File: src/rtl/warp_sched_pkg.sv
package warp_sched_pkg;
  localparam int unsigned DEF_WARPS = 32;
  localparam int unsigned DEF_SLOT  = 4;

  function automatic int unsigned safe_bits(input int unsigned n);
    return (n > 1) ? $clog2(n) : 1;
  endfunction
endpackage

File: src/rtl/warp_stall_track.sv
module warp_stall_track #(
  parameter int unsigned NUM_WARPS = warp_sched_pkg::DEF_WARPS,
  localparam int unsigned IDW = warp_sched_pkg::safe_bits(NUM_WARPS)
) (
  input  logic                 clk,
  input  logic                 rst,
  input  logic [NUM_WARPS-1:0] resident,
  input  logic                 set_valid,
  input  logic [IDW-1:0]       set_id,
  input  logic                 clr_valid,
  input  logic [IDW-1:0]       clr_id,
  output logic [NUM_WARPS-1:0] stalled_q,
  output logic [NUM_WARPS-1:0] cand
);
  logic [NUM_WARPS-1:0] set_mask;
  logic [NUM_WARPS-1:0] clr_mask;

  for (genvar w = 0; w < NUM_WARPS; w++) begin : g_dec
    assign set_mask[w] = set_valid && (set_id == IDW'(w));
    assign clr_mask[w] = clr_valid && (clr_id == IDW'(w));
  end

  always_ff @(posedge clk) begin
    if (rst) stalled_q <= '0;
    else     stalled_q <= (stalled_q & ~clr_mask) | set_mask;
  end

  // a warp stalling right now is already excluded from this cycle's pick
  assign cand = resident & ~stalled_q & ~set_mask;
endmodule

File: src/rtl/warp_rr_pick.sv
module warp_rr_pick #(
  parameter int unsigned NUM_WARPS = warp_sched_pkg::DEF_WARPS,
  localparam int unsigned IDW = warp_sched_pkg::safe_bits(NUM_WARPS)
) (
  input  logic [NUM_WARPS-1:0] req,
  input  logic [IDW-1:0]       last,
  output logic                 found,
  output logic [IDW-1:0]       pick
);
  always_comb begin
    found = 1'b0;
    pick  = '0;
    for (int i = 1; i <= NUM_WARPS; i++) begin
      int j;
      j = (int'(last) + i) % NUM_WARPS;
      if (!found && req[j]) begin
        found = 1'b1;
        pick  = j[IDW-1:0];
      end
    end
  end
endmodule

File: src/rtl/warp_slot_ctrl.sv
module warp_slot_ctrl #(
  parameter int unsigned NUM_WARPS   = warp_sched_pkg::DEF_WARPS,
  parameter int unsigned SLOT_CYCLES = warp_sched_pkg::DEF_SLOT,
  localparam int unsigned IDW = warp_sched_pkg::safe_bits(NUM_WARPS),
  localparam int unsigned TW  = warp_sched_pkg::safe_bits(SLOT_CYCLES)
) (
  input  logic           clk,
  input  logic           rst,
  input  logic           found,
  input  logic [IDW-1:0] pick,
  output logic [IDW-1:0] last_q,
  output logic           valid_q,
  output logic [IDW-1:0] warp_q,
  output logic [TW-1:0]  thread_q
);
  localparam logic [TW-1:0] THR_END = TW'(SLOT_CYCLES - 1);
  logic mid_slot;

  assign mid_slot = valid_q && (thread_q != THR_END);

  always_ff @(posedge clk) begin
    if (rst) begin
      valid_q  <= 1'b0;
      warp_q   <= '0;
      thread_q <= '0;
      last_q   <= IDW'(NUM_WARPS - 1);
    end else if (mid_slot) begin
      thread_q <= thread_q + 1'b1;
    end else if (found) begin
      valid_q  <= 1'b1;
      warp_q   <= pick;
      thread_q <= '0;
      last_q   <= pick;
    end else begin
      valid_q  <= 1'b0;
      thread_q <= '0;
    end
  end
endmodule

File: src/rtl/warp_issue_sched.sv
module warp_issue_sched #(
  parameter int unsigned NUM_WARPS   = warp_sched_pkg::DEF_WARPS,
  parameter int unsigned SLOT_CYCLES = warp_sched_pkg::DEF_SLOT,
  localparam int unsigned IDW = warp_sched_pkg::safe_bits(NUM_WARPS),
  localparam int unsigned TW  = warp_sched_pkg::safe_bits(SLOT_CYCLES)
) (
  input  logic                 clk,
  input  logic                 rst,
  input  logic [NUM_WARPS-1:0] warp_resident,
  input  logic                 stall_valid,
  input  logic [IDW-1:0]       stall_id,
  input  logic                 wake_valid,
  input  logic [IDW-1:0]       wake_id,
  output logic                 issue_valid,
  output logic [IDW-1:0]       issue_warp,
  output logic [TW-1:0]        issue_thread
);
  logic [NUM_WARPS-1:0] stalled_q;
  logic [NUM_WARPS-1:0] cand;
  logic                 found;
  logic [IDW-1:0]       pick;
  logic [IDW-1:0]       last_q;

  warp_stall_track #(.NUM_WARPS(NUM_WARPS)) u_track (
    .clk(clk), .rst(rst), .resident(warp_resident),
    .set_valid(stall_valid), .set_id(stall_id),
    .clr_valid(wake_valid), .clr_id(wake_id),
    .stalled_q(stalled_q), .cand(cand)
  );

  warp_rr_pick #(.NUM_WARPS(NUM_WARPS)) u_pick (
    .req(cand), .last(last_q), .found(found), .pick(pick)
  );

  warp_slot_ctrl #(.NUM_WARPS(NUM_WARPS), .SLOT_CYCLES(SLOT_CYCLES)) u_slot (
    .clk(clk), .rst(rst), .found(found), .pick(pick), .last_q(last_q),
    .valid_q(issue_valid), .warp_q(issue_warp), .thread_q(issue_thread)
  );
endmodule

File: config.mk
export PLATFORM = sky130hd
export DESIGN_NAME = warp_issue_sched
export DESIGN_NICKNAME = d
export VERILOG_FILES = /design/src/rtl/warp_sched_pkg.sv /design/src/rtl/warp_stall_track.sv /design/src/rtl/warp_rr_pick.sv /design/src/rtl/warp_slot_ctrl.sv /design/src/rtl/warp_issue_sched.sv
export SDC_FILE = /design/constraint.sdc
export NUM_CORES = 1
export LEC_CHECK = 0
export BUFFER_PORTS_ARGS = -buffer_cell sky130_fd_sc_hd__buf_2
export CAP_MARGIN = 30
export CORE_MARGIN = 4
export CORE_UTILIZATION = 40
export DETAILED_ROUTE_END_ITERATION = 7
export SYNTH_ARGS = -nofsm -noshare
export SYNTH_HDL_FRONTEND = slang
export SYNTH_SLANG_ARGS = --single-unit
File: constraint.sdc
create_clock -name clk -period 6.2 [get_ports clk]
set_clock_uncertainty 0.15 [all_clocks]
set_input_delay 0.62 -clock clk [delete_from_list [all_inputs] [get_ports clk]]
set_output_delay 0.62 -clock clk [all_outputs]
set_load 0.05 [all_outputs]
==> results of run 1 <==
==> per-layer routing <==
layer | global-route usage (%) | vias to the layer above | wire [um]
li1 | - | 4526 | -
met1 | 43.2 | 4893 | 15500
met2 | 46.7 | 671 | 16300
met3 | 8.49 | 139 | 4690
met4 | 14.0 | 4 | 1990
met5 | 0 | - | 26
==> synthesized netlist by cell type, types with 6 or more instances <==
| library cell | count |
|---|---|
| nand2_1 | 115 |
| a21oi_1 | 101 |
| nor2_1 | 79 |
| nor3_1 | 70 |
| o21ai_0 | 61 |
| dfxtp_1 | 45 |
| mux4_2 | 45 |
| clkbuf_1 | 40 |
| a211oi_1 | 36 |
| nand2b_1 | 32 |
| xnor2_1 | 30 |
| nor4_1 | 25 |
| a22oi_1 | 24 |
| a22o_1 | 23 |
| buf_2 | 22 |
| a221oi_1 | 21 |
| mux2i_1 | 19 |
| nand3_1 | 17 |
| nor3b_1 | 17 |
| or4_1 | 17 |
| nand4_1 | 15 |
| o22ai_1 | 15 |
| inv_1 | 14 |
| ha_1 | 13 |
| o211ai_1 | 13 |
| nand3b_1 | 12 |
| and2_1 | 11 |
| o31ai_1 | 9 |
| or2_2 | 9 |
| a31oi_1 | 8 |
| o41ai_1 | 8 |
| or2_1 | 8 |
| o22a_1 | 7 |
| a21boi_0 | 6 |
| a21o_1 | 6 |
| buf_6 | 6 |
| nor2b_1 | 6 |
| o21ai_1 | 6 |
==> cell usage in the layout (no fill, tap or decap), types with 25 or more instances in the layout <==
master	n
nand2_1	115
a21oi_1	101
nor2_1	79
nor3_1	70
o21ai_0	61
buf_2	53
buf_4	53
mux4_2	45
dfxtp_1	44
a211oi_1	36
nand2b_1	32
xnor2_1	30
nor4_1	25
==> logic make-up after synthesis <==
kind of cell,after synthesis
and+or+nand+nor,469
buffers and inverters,93
adders and majority gates,13
DFF,45
muxes,70
AOI/OAI and AO/OA,399
xor gates and xnor gates,36
==> through the flow <==
| stage | area, sq um | util (%) |
|---|---|---|
| floorplan | 8380 | - |
| global placement | 9030 | 44.2 |
| detailed placement | 9030 | 44.2 |
| CTS | 9200 | 45.0 |
| global route | 9200 | 45.0 |
| finish | 9200 | 45.1 |
==> area by class of cell <==
type                    count  area (sq um)  area share (%)
multi-input cells         987          7040            76.5
flip-flops and latches     45           902            9.80
repair buffers            107           683            7.42
well taps                 270           338            3.67
clock buffers               5           125            1.36
inverters                  18          67.6           0.734
clock inverters             3          47.5           0.517
diodes                      1          2.50          0.0272
==> path summary, 6_finish.rpt <==
check                           startpoint                            end  slack (ps)
min reg2reg  u_slot.thread_q[0]$_SDFF_PP0_  u_slot.thread_q[0]$_SDFF_PP0_         310
max reg2reg  u_slot.last_q[0]$_SDFFE_PP1P_  u_slot.warp_q[2]$_SDFFE_PP0P_         460
min          u_slot.thread_q[0]$_SDFF_PP0_  u_slot.thread_q[0]$_SDFF_PP0_         310
max          u_slot.last_q[0]$_SDFFE_PP1P_  u_slot.warp_q[2]$_SDFFE_PP0P_         460
==> flip-flops by register name, indices dropped and copies added, names as in the netlist <==
signal,count
u_slot.valid_q,1
u_slot.thread_q,2
u_track.stalled_q,32
u_slot.last_q,5
u_slot.warp_q,5
==> out/results.ini, run 1 <==
[outcome]
outcome = complete, no violations

[timing]
whs_ps = 310
fin_setup_tns_ps = 0
slew-limit-headroom_pct = 37.8
setup_ws_ps = 459
finalSetupViolations = 0
post-route-min-period_ps = 5740
drv_slew = 0
fmax_ghz = 0.174
fin_crit_sh_pct = 92.6
tightest_slew_ps = 927
rsz0062_at_grt = false
hold_viol = 0

[setup_path]
critPathBufInv = 1
cp_slowest_cell = xnor2_1
path_cells = buf_12, ha_1, a21boi_0, xnor2_1, nor2_1, a22oi_1, o2111ai_1, nand4b_1, nor4_2, nand3_1, o311ai_0, a21oi_1, o211ai_1, a31oi_1
cp-end-kind = register
cp-start-kind = register
cp.depth = 14
cp_max_fo = 98
crit_type = register to register
required_ps = 6190
ff2ff_path_depth = 14
arrival_ps = 5730
cp_top_family = compound AO/OA/AOI/OAI gates
cpPeakStageDelay_ps = 780

[route]
num_vias = 10200
drt_iter0_drc = 1186
dr.pass1.iters = 6
remaining_drc_errors = 0
wl_um = 38600
viasPerCell = 7.13
wl_per_cell_um = 26.8
final_antenna_net_count = 0

[floorplan]
start_util_pct = 41.0
fp-row-count = 52
io_pins = 54
core-area_sq_um = 20400
fp.dieW_um = 153
fp.dieH_um = 153
die-area_sq_um = 23300

[global_route]
grt_pass1_wl_um = 57400
track_usage_pct = 31.6
antenna_found_initial = 2
grt_max_degree = 99
grt_overflow = 0
grt_pass1_vias = 9247

[clock_tree]
clkSlewWorstSetupHoldPaths_ps = 70
htreeDepth = 2
cts-root-buf = clkbuf_16
cts_hold_buf = 0
clock_path_buffers = 2
cts_tree = built
numCtsBuffers = 5
post_cts_buffers = 0
cts_resized = 0
clock_latency_ps = 290
cts_num_sinks = 45

[logic_synthesis]
synth_cells = 1125
synth_flop_cell = dfxtp_1
async_flop_share_pct = 0
synth_seq_cells = 45
synth_edf_count = 0
ys_warn_count = 0
synth-simple-area-share_pct = 30.3
synth_area_leaders = mux4_2 12%, dfxtp_1 11%, a21oi_1 6.0%, nand2_1 5.2%, nor3_1 4.2%
synth_fp_nets = 1184
synth_top_area_share_pct = 12.1
ys_seq_area_share_pct = 10.8
synth_compound_area_share_pct = 32.8
synth_top_family_by_area = compound AO/OA/AOI/OAI gates
synthAdderAreaFrac_pct = 1.94
syn_avg_cell_area_sq_um = 7.44
yosysUniqueCellTypes = 95
synth_xor_area_share_pct = 3.85
muxShareOfSynthArea_pct = 15.2
syn-cell-area_sq_um = 8380
synth_top_area_cell = mux4_2

[placement]
port_buffers = 53
place_congestion = 1.01
dp_slack_ps = 502
dp_hpwl_um = 31000
dp.cells = 1427

[finish]
fin_cells = 1436
final_layout_size_suffix_gt1_share_pct = 17.1
area_growth_pct = 9.89
finalNetCount = 1223
fillers = 2173

[worst_hold_path]
hold_class = register to register
hold_path_depth = 1

[job]
max_cap_viol_count = 0

Power of run 1 is left out: the tool's default activity adds up to more than one toggle a clock period on the data nets, which glitch-free logic cannot reach.
==> inputs of run 2 (changes only) <==
==> constraint.sdc (replaced) <==
create_clock -name clk -period 6.9 [get_ports clk]
set_clock_uncertainty 0.15 [all_clocks]
set_input_delay 0.69 -clock clk [delete_from_list [all_inputs] [get_ports clk]]
set_output_delay 0.69 -clock clk [all_outputs]
set_load 0.05 [all_outputs]
==> run 2 against run 1 <==
Net effect:
- fmax is 4.5% lower
- register-to-register slack better by 430 ps
- critical path depth is 1 higher
- setup slack gained 430 ps
- core utilization is 0.50 points lower
- final area fell by 1.1%
- worst hold slack got worse by 3.2 ps
- flip-flop and latch count is the same
- sequential share of layout area rose by 0.11 points
- highest routed layer is now met4
==> out/results.ini, run 2 (synthesis results as in run 1) <==
[floorplan]
start_util_pct = 41.0  ; unchanged
fp.dieW_um = 153  ; unchanged
core-area_sq_um = 20400  ; unchanged
io_pins = 54  ; unchanged
fp-row-count = 52  ; unchanged
die-area_sq_um = 23300  ; unchanged
fp.dieH_um = 153  ; unchanged

[clock_tree]
cts_num_sinks = 45  ; unchanged
cts_hold_buf = 0  ; unchanged
clock_path_buffers = 2  ; unchanged
post_cts_buffers = 0  ; unchanged
cts_resized = 0  ; unchanged
clkSlewWorstSetupHoldPaths_ps = 60  ; was 70 ps
numCtsBuffers = 5  ; unchanged
clock_latency_ps = 290  ; about the same
htreeDepth = 2  ; unchanged
cts-root-buf = clkbuf_16  ; unchanged
cts_tree = built  ; unchanged

[worst_hold_path]
hold_path_depth = 1  ; unchanged
min-delay-start = u_slot.thread_q[0]$_SDFF_PP0_  ; unchanged
holdPathEnd = u_slot.thread_q[0]$_SDFF_PP0_  ; unchanged
hold_class = register to register  ; unchanged

[finish]
multi_input_area_sq_um = 7040  ; unchanged
largest_reg_flops = 32  ; unchanged
regMostFlops = u_track.stalled_q  ; unchanged
fillers = 2116  ; was 2173
top_regs = u_track.stalled_q: 32 flops, u_slot.last_q: 5 flops, u_slot.warp_q: 5 flops  ; unchanged
final_common_cell = nand2_1  ; unchanged
final_cell_mix = 115 x nand2_1, 101 x a21oi_1, 79 x nor2_1, 70 x nor3_1, 61 x o21ai_0  ; unchanged
final_area_sq_um = 9100  ; was 9200 sq um
final_layout_size_suffix_gt1_share_pct = 16.2  ; was 17.1%
seqCellArea_sq_um = 902  ; unchanged
finalNetCount = 1212  ; was 1223
diodes = 0  ; was 1
area_growth_pct = 8.66  ; was 9.89%

[setup_path]
r2r-end = u_slot.warp_q[3]$_SDFFE_PP0P_  ; was u_slot.warp_q[2]$_SDFFE_PP0P_
reg2reg_slack_ps = 890  ; was 460 ps
crit_top_cell = buf_4
cp-end-kind = register  ; unchanged
crit_start = u_slot.last_q[0]$_SDFFE_PP1P_  ; unchanged
timing.rr.start = u_slot.last_q[0]$_SDFFE_PP1P_  ; unchanged
ff2ff_path_depth = 15  ; was 14
cp_slowest_cell = or4_1  ; was xnor2_1
critPathBufInv = 3  ; was 1
cp_max_fo = 63  ; was 98
crit_type = register to register  ; unchanged
cp-start-kind = register  ; unchanged
required_ps = 6950  ; was 6190 ps
path_cells = buf_4, ha_1, buf_4, xor2_1, buf_4, mux4_2, a22oi_1, o2111ai_1, nand4b_1, or4_1, nor4_4, a21oi_1, a22oi_1, o21ai_1, o32ai_2  ; was buf_12, ha_1, a21boi_0, xnor2_1, nor2_1, a22oi_1, o2111ai_1, nand4b_1, nor4_2, nand3_1, o311ai_0, a21oi_1, o211ai_1, a31oi_1
cpPeakStageDelay_ps = 940  ; was 780 ps
cp_top_family = simple AND/OR/NAND/NOR gates  ; was compound AO/OA/AOI/OAI gates
arrival_ps = 6060  ; was 5730 ps

[placement]
place_congestion = 1.04  ; was 1.01
dp_hpwl_um = 29600  ; was 31000 um
placed_area_sq_um = 8930  ; was 9030 sq um
port_buffers = 53  ; unchanged

[timing]
fin_crit_sh_pct = 87.1  ; was 92.6%
fin_setup_tns_ps = 0  ; unchanged
post-route-min-period_ps = 6010  ; was 5740 ps
slew-limit-headroom_pct = 28.4  ; was 37.8%
drv_slew = 0  ; unchanged
tightest_slew_ps = 1070  ; was 927 ps
fmax_ghz = 0.166  ; was 0.174 GHz
hold_viol = 0  ; unchanged
rsz0062_at_grt = false  ; unchanged
finalSetupViolations = 0  ; unchanged

[route]
wl_um = 37300  ; was 38600 um
viasPerCell = 7.10  ; was 7.13
remaining_drc_errors = 0  ; unchanged
wl_per_cell_um = 26.2  ; was 26.8 um
dr.pass1.iters = 7  ; was 6
num_vias = 10100  ; was 10.2k
drt_iter0_drc = 1405  ; was 1186
final_antenna_net_count = 0  ; unchanged

[global_route]
grt_pass1_vias = 9224  ; was 9247
grt_pass1_wl_um = 56400  ; was 57400 um
grt_overflow = 0  ; unchanged
track_usage_pct = 30.4  ; was 31.6%
antenna_found_initial = 0  ; was 2
grt_max_degree = 64  ; was 99

[job]
max_cap_viol_count = 0  ; unchanged

[outcome]
outcome = complete, no violations  ; unchanged

[run 2: worst max path at each step]
| stage | to | slack [ps] | cells past startpoint |
|---|---|---|---|
| 2_1_floorplan | u_slot.warp_q[3]$_SDFFE_PP0P_ | 1690 | 16 |
| 4_1_cts | u_slot.warp_q[3]$_SDFFE_PP0P_ | 1020 | 15 |
| 5_1_grt | u_slot.warp_q[2]$_SDFFE_PP0P_ | 680 | 16 |
| 3_5_place_dp | u_slot.warp_q[3]$_SDFFE_PP0P_ | 890 | 14 |
| 3_3_place_gp | u_slot.warp_q[2]$_SDFFE_PP0P_ | 980 | 14 |
| 6_report | u_slot.warp_q[3]$_SDFFE_PP0P_ | 890 | 15 |
[run 2: final cells by class]
cell class                      instances  area share, %
Tap cell                              270           3.71
Inverter                               18          0.742
Timing Repair Buffer                   96           6.41
Sequential cell                        45           9.91
Clock inverter                          1          0.330
Multi-Input combinational cell        987           77.3
Clock buffer                            7           1.57
[run 2: worst reg2reg max path: stages, from the launching register on]
cell	delay, ps
dfxtp_2	330
buf_4	510
ha_1	260
buf_4	240
xor2_1	390
buf_4	310
mux4_2	400
a22oi_1	390
o2111ai_1	370
nand4b_1	420
or4_1	940
nor4_4	460
a21oi_1	120
a22oi_1	170
o21ai_1	170
o32ai_2	290
[run 2: metrics by stage]
step	util, %	std cells	setup slack, ps	hold WS, ps
detailed placement	43.7	1416	894	300
CTS	44.5	1424	1020	309
global placement	43.7	1414	978	299
floorplan	-	1125	1690	298
finish	44.5	1424	888	307
global route	44.5	1424	684	338
[run 2: metal layers]
layer	up-vias	global-route usage (%)	wire (um)
li1	4512	-	-
met2	691	45.9	16000
met5	-	0	0
met1	4808	41.6	14900
met4	0	13.7	1930
met3	106	6.76	4500
Power of run 2 is left out for the same reason.
==> inputs of run 3 (changes only) <==
==> constraint.sdc (replaced) <==
create_clock -name clk -period 6.9 [get_ports clk]
set_clock_uncertainty 0.15 [all_clocks]
set_input_delay 0.345 -clock clk [delete_from_list [all_inputs] [get_ports clk]]
set_output_delay 0.345 -clock clk [all_outputs]
set_load 0.05 [all_outputs]
==> run 3 against run 2 <==
Net effect:
- the flow now finishes with violations (DRC)
- setup slack lost 260 ps
- worst hold slack gained 3.2 ps
- die area is the same
- clock-buffer cell count shrank 2
- sequential share of layout area grew 0.058 points
- register-to-register slack lost 260 ps
- critical path depth grew 1
- flip-flop and latch count is the same
==> out/results.ini, run 3 (synthesis results as in run 1) <==
[setup_path]
ff2ff_path_depth = 16  ; was 15
cp_top_family = simple AND/OR/NAND/NOR gates  ; unchanged
required_ps = 6890  ; was 6950 ps
cpPeakStageDelay_ps = 950  ; was 940 ps
cp_slowest_cell = or4_1  ; unchanged
reg2reg_slack_ps = 630  ; was 890 ps
timing.rr.start = u_slot.last_q[2]$_SDFFE_PP1P_  ; was u_slot.last_q[0]$_SDFFE_PP1P_
crit_type = register to register  ; unchanged
cp_max_fo = 19  ; was 63
arrival_ps = 6260  ; was 6060 ps
path_cells = buf_4, inv_1, buf_4, ha_1, buf_4, nor4_1, nor4_1, a22oi_1, nor2b_1, nand4_4, or4_1, nor4b_1, a2bb2oi_1, o21ai_1, o21ai_1, nor3_1  ; was buf_4, ha_1, buf_4, xor2_1, buf_4, mux4_2, a22oi_1, o2111ai_1, nand4b_1, or4_1, nor4_4, a21oi_1, a22oi_1, o21ai_1, o32ai_2
crit_top_cell = buf_4  ; unchanged
cp-start-kind = register  ; unchanged
r2r-end = u_slot.warp_q[4]$_SDFFE_PP0P_  ; was u_slot.warp_q[3]$_SDFFE_PP0P_
cp-end-kind = register  ; unchanged
critPathBufInv = 4  ; was 3

[route]
viasPerCell = 7.26  ; was 7.10
num_vias = 10300  ; was 10.1k
remaining_drc_errors = 11  ; was 0
drt_iter0_drc = 1369  ; was 1405
final_antenna_net_count = 0  ; unchanged
wl_per_cell_um = 26.3  ; was 26.2 um
dr.pass1.iters = 8  ; was 7
wl_um = 37200  ; was 37300 um

[timing]
fmax_ghz = 0.160  ; was 0.166 GHz
slew-limit-headroom_pct = 31.8  ; was 28.4%
tightest_slew_ps = 1010  ; was 1070 ps
rsz0062_at_grt = false  ; unchanged
drv_slew = 0  ; unchanged
post-route-min-period_ps = 6270  ; was 6010 ps
finalSetupViolations = 0  ; unchanged
fin_setup_tns_ps = 0  ; unchanged
fin_crit_sh_pct = 90.8  ; was 87.1%
hold_viol = 0  ; unchanged

[clock_tree]
clock_latency_ps = 300  ; was 290 ps
clock_path_buffers = 2  ; unchanged
cts_tree = built  ; unchanged
numCtsBuffers = 5  ; unchanged
post_cts_buffers = 0  ; unchanged
cts_hold_buf = 0  ; unchanged
cts_num_sinks = 45  ; unchanged
cts_resized = 0  ; unchanged
clkSlewWorstSetupHoldPaths_ps = 60  ; about the same
htreeDepth = 2  ; unchanged
cts-root-buf = clkbuf_16  ; unchanged

[finish]
final_layout_size_suffix_gt1_share_pct = 15.6  ; was 16.2%
multi_input_area_sq_um = 7040  ; unchanged
seqCellArea_sq_um = 902  ; unchanged
area_growth_pct = 8.04  ; was 8.66%
fillers = 2095  ; was 2116
finalNetCount = 1202  ; was 1212
top_regs = u_track.stalled_q: 32 flops, u_slot.last_q: 5 flops, u_slot.warp_q: 5 flops  ; unchanged
diodes = 0  ; unchanged
largest_reg_flops = 32  ; unchanged
final_common_cell = nand2_1  ; unchanged
final_cell_mix = 115 x nand2_1, 101 x a21oi_1, 79 x nor2_1, 70 x nor3_1, 61 x o21ai_0  ; unchanged
regMostFlops = u_track.stalled_q  ; unchanged

[worst_hold_path]
holdPathEnd = u_slot.thread_q[0]$_SDFF_PP0_  ; unchanged
min-delay-start = u_slot.thread_q[0]$_SDFF_PP0_  ; unchanged
hold_path_depth = 1  ; unchanged
hold_class = register to register  ; unchanged

[global_route]
grtUsageMet2_pct = 46.8  ; was 45.9%
grt_pass1_vias = 9488  ; was 9224
grt_max_degree = 64  ; unchanged
grt_overflow = 0  ; unchanged
grt_use_met3_pct = 7.61  ; was 6.76%
grt_pass1_wl_um = 56700  ; was 56400 um
track_usage_pct = 30.5  ; was 30.4%
antenna_found_initial = 0  ; unchanged
use_met1_pct = 40.8  ; was 41.6%
grt.busiest_layer = met2  ; unchanged

[outcome]
outcome = finished, violations left  ; was complete, no violations
violations = DRC

[floorplan]
die-area_sq_um = 23300  ; unchanged
start_util_pct = 41.0  ; unchanged
io_pins = 54  ; unchanged
fp-row-count = 52  ; unchanged
core-area_sq_um = 20400  ; unchanged
fp.dieW_um = 153  ; unchanged
fp.dieH_um = 153  ; unchanged

[placement]
port_buffers = 53  ; unchanged
place_congestion = 1.08  ; was 1.04
dp_hpwl_um = 29300  ; was 29600 um

[job]
max_cap_viol_count = 0  ; unchanged

==> run 3: cell count changes in the layout (fill, tap and decap cells not counted), sizes merged <==
| cell | change |
|---|---|
| buf | -10 |
| clkbuf | -2 |
| bufinv | +1 |
| clkinv | +1 |
==> run 3: layout make-up <==
| cell class | instances | area share [%] |
|---|---|---|
| flip-flops and latches | 45 | 9.97 |
| well taps | 270 | 3.73 |
| multi-input cells | 987 | 77.8 |
| inverters | 18 | 0.747 |
| repair buffers | 86 | 5.67 |
| clock inverters | 3 | 0.719 |
| clock buffers | 5 | 1.38 |
==> run 3: how the worst max path moves through the flow <==
| stage | start | endpoint | slack, ps | cells after the start |
|---|---|---|---|---|
| after global placement | u_slot.last_q[2]$_SDFFE_PP1P_ | u_slot.warp_q[4]$_SDFFE_PP0P_ | 900 | 16 |
| after CTS | u_slot.last_q[2]$_SDFFE_PP1P_ | u_slot.warp_q[3]$_SDFFE_PP0P_ | 940 | 16 |
| after detailed placement | u_slot.last_q[2]$_SDFFE_PP1P_ | u_slot.warp_q[3]$_SDFFE_PP0P_ | 950 | 16 |
| after floorplan | u_slot.last_q[1]$_SDFFE_PP1P_ | u_slot.warp_q[3]$_SDFFE_PP0P_ | 1690 | 16 |
| final | u_slot.last_q[2]$_SDFFE_PP1P_ | u_slot.warp_q[4]$_SDFFE_PP0P_ | 630 | 16 |
| after global routing | u_slot.last_q[2]$_SDFFE_PP1P_ | u_slot.warp_q[4]$_SDFFE_PP0P_ | 500 | 16 |
==> run 3: per-stage QoR <==
step                hold WS (ps)  utilization [%]  worst slack [ps]  cells  cell area, sq um
floorplan                    298                -              1690   1125              8380
global placement             302             43.4               896   1406              8860
detailed placement           303             43.4               953   1406              8860
CTS                          312             44.3               935   1414              9050
global route                 314             44.3               498   1414              9050
finish                       310             44.3               632   1414              9050
==> run 3: metal layers <==
metal	wire length, um	share of wire (%)	vias to the layer above
met5	0	0	-
met4	2010	5.4	0
met3	4680	13	158
met2	15800	43	792
met1	14700	39	4813
li1	-	-	4498
Power of run 3 is left out for the same reason.
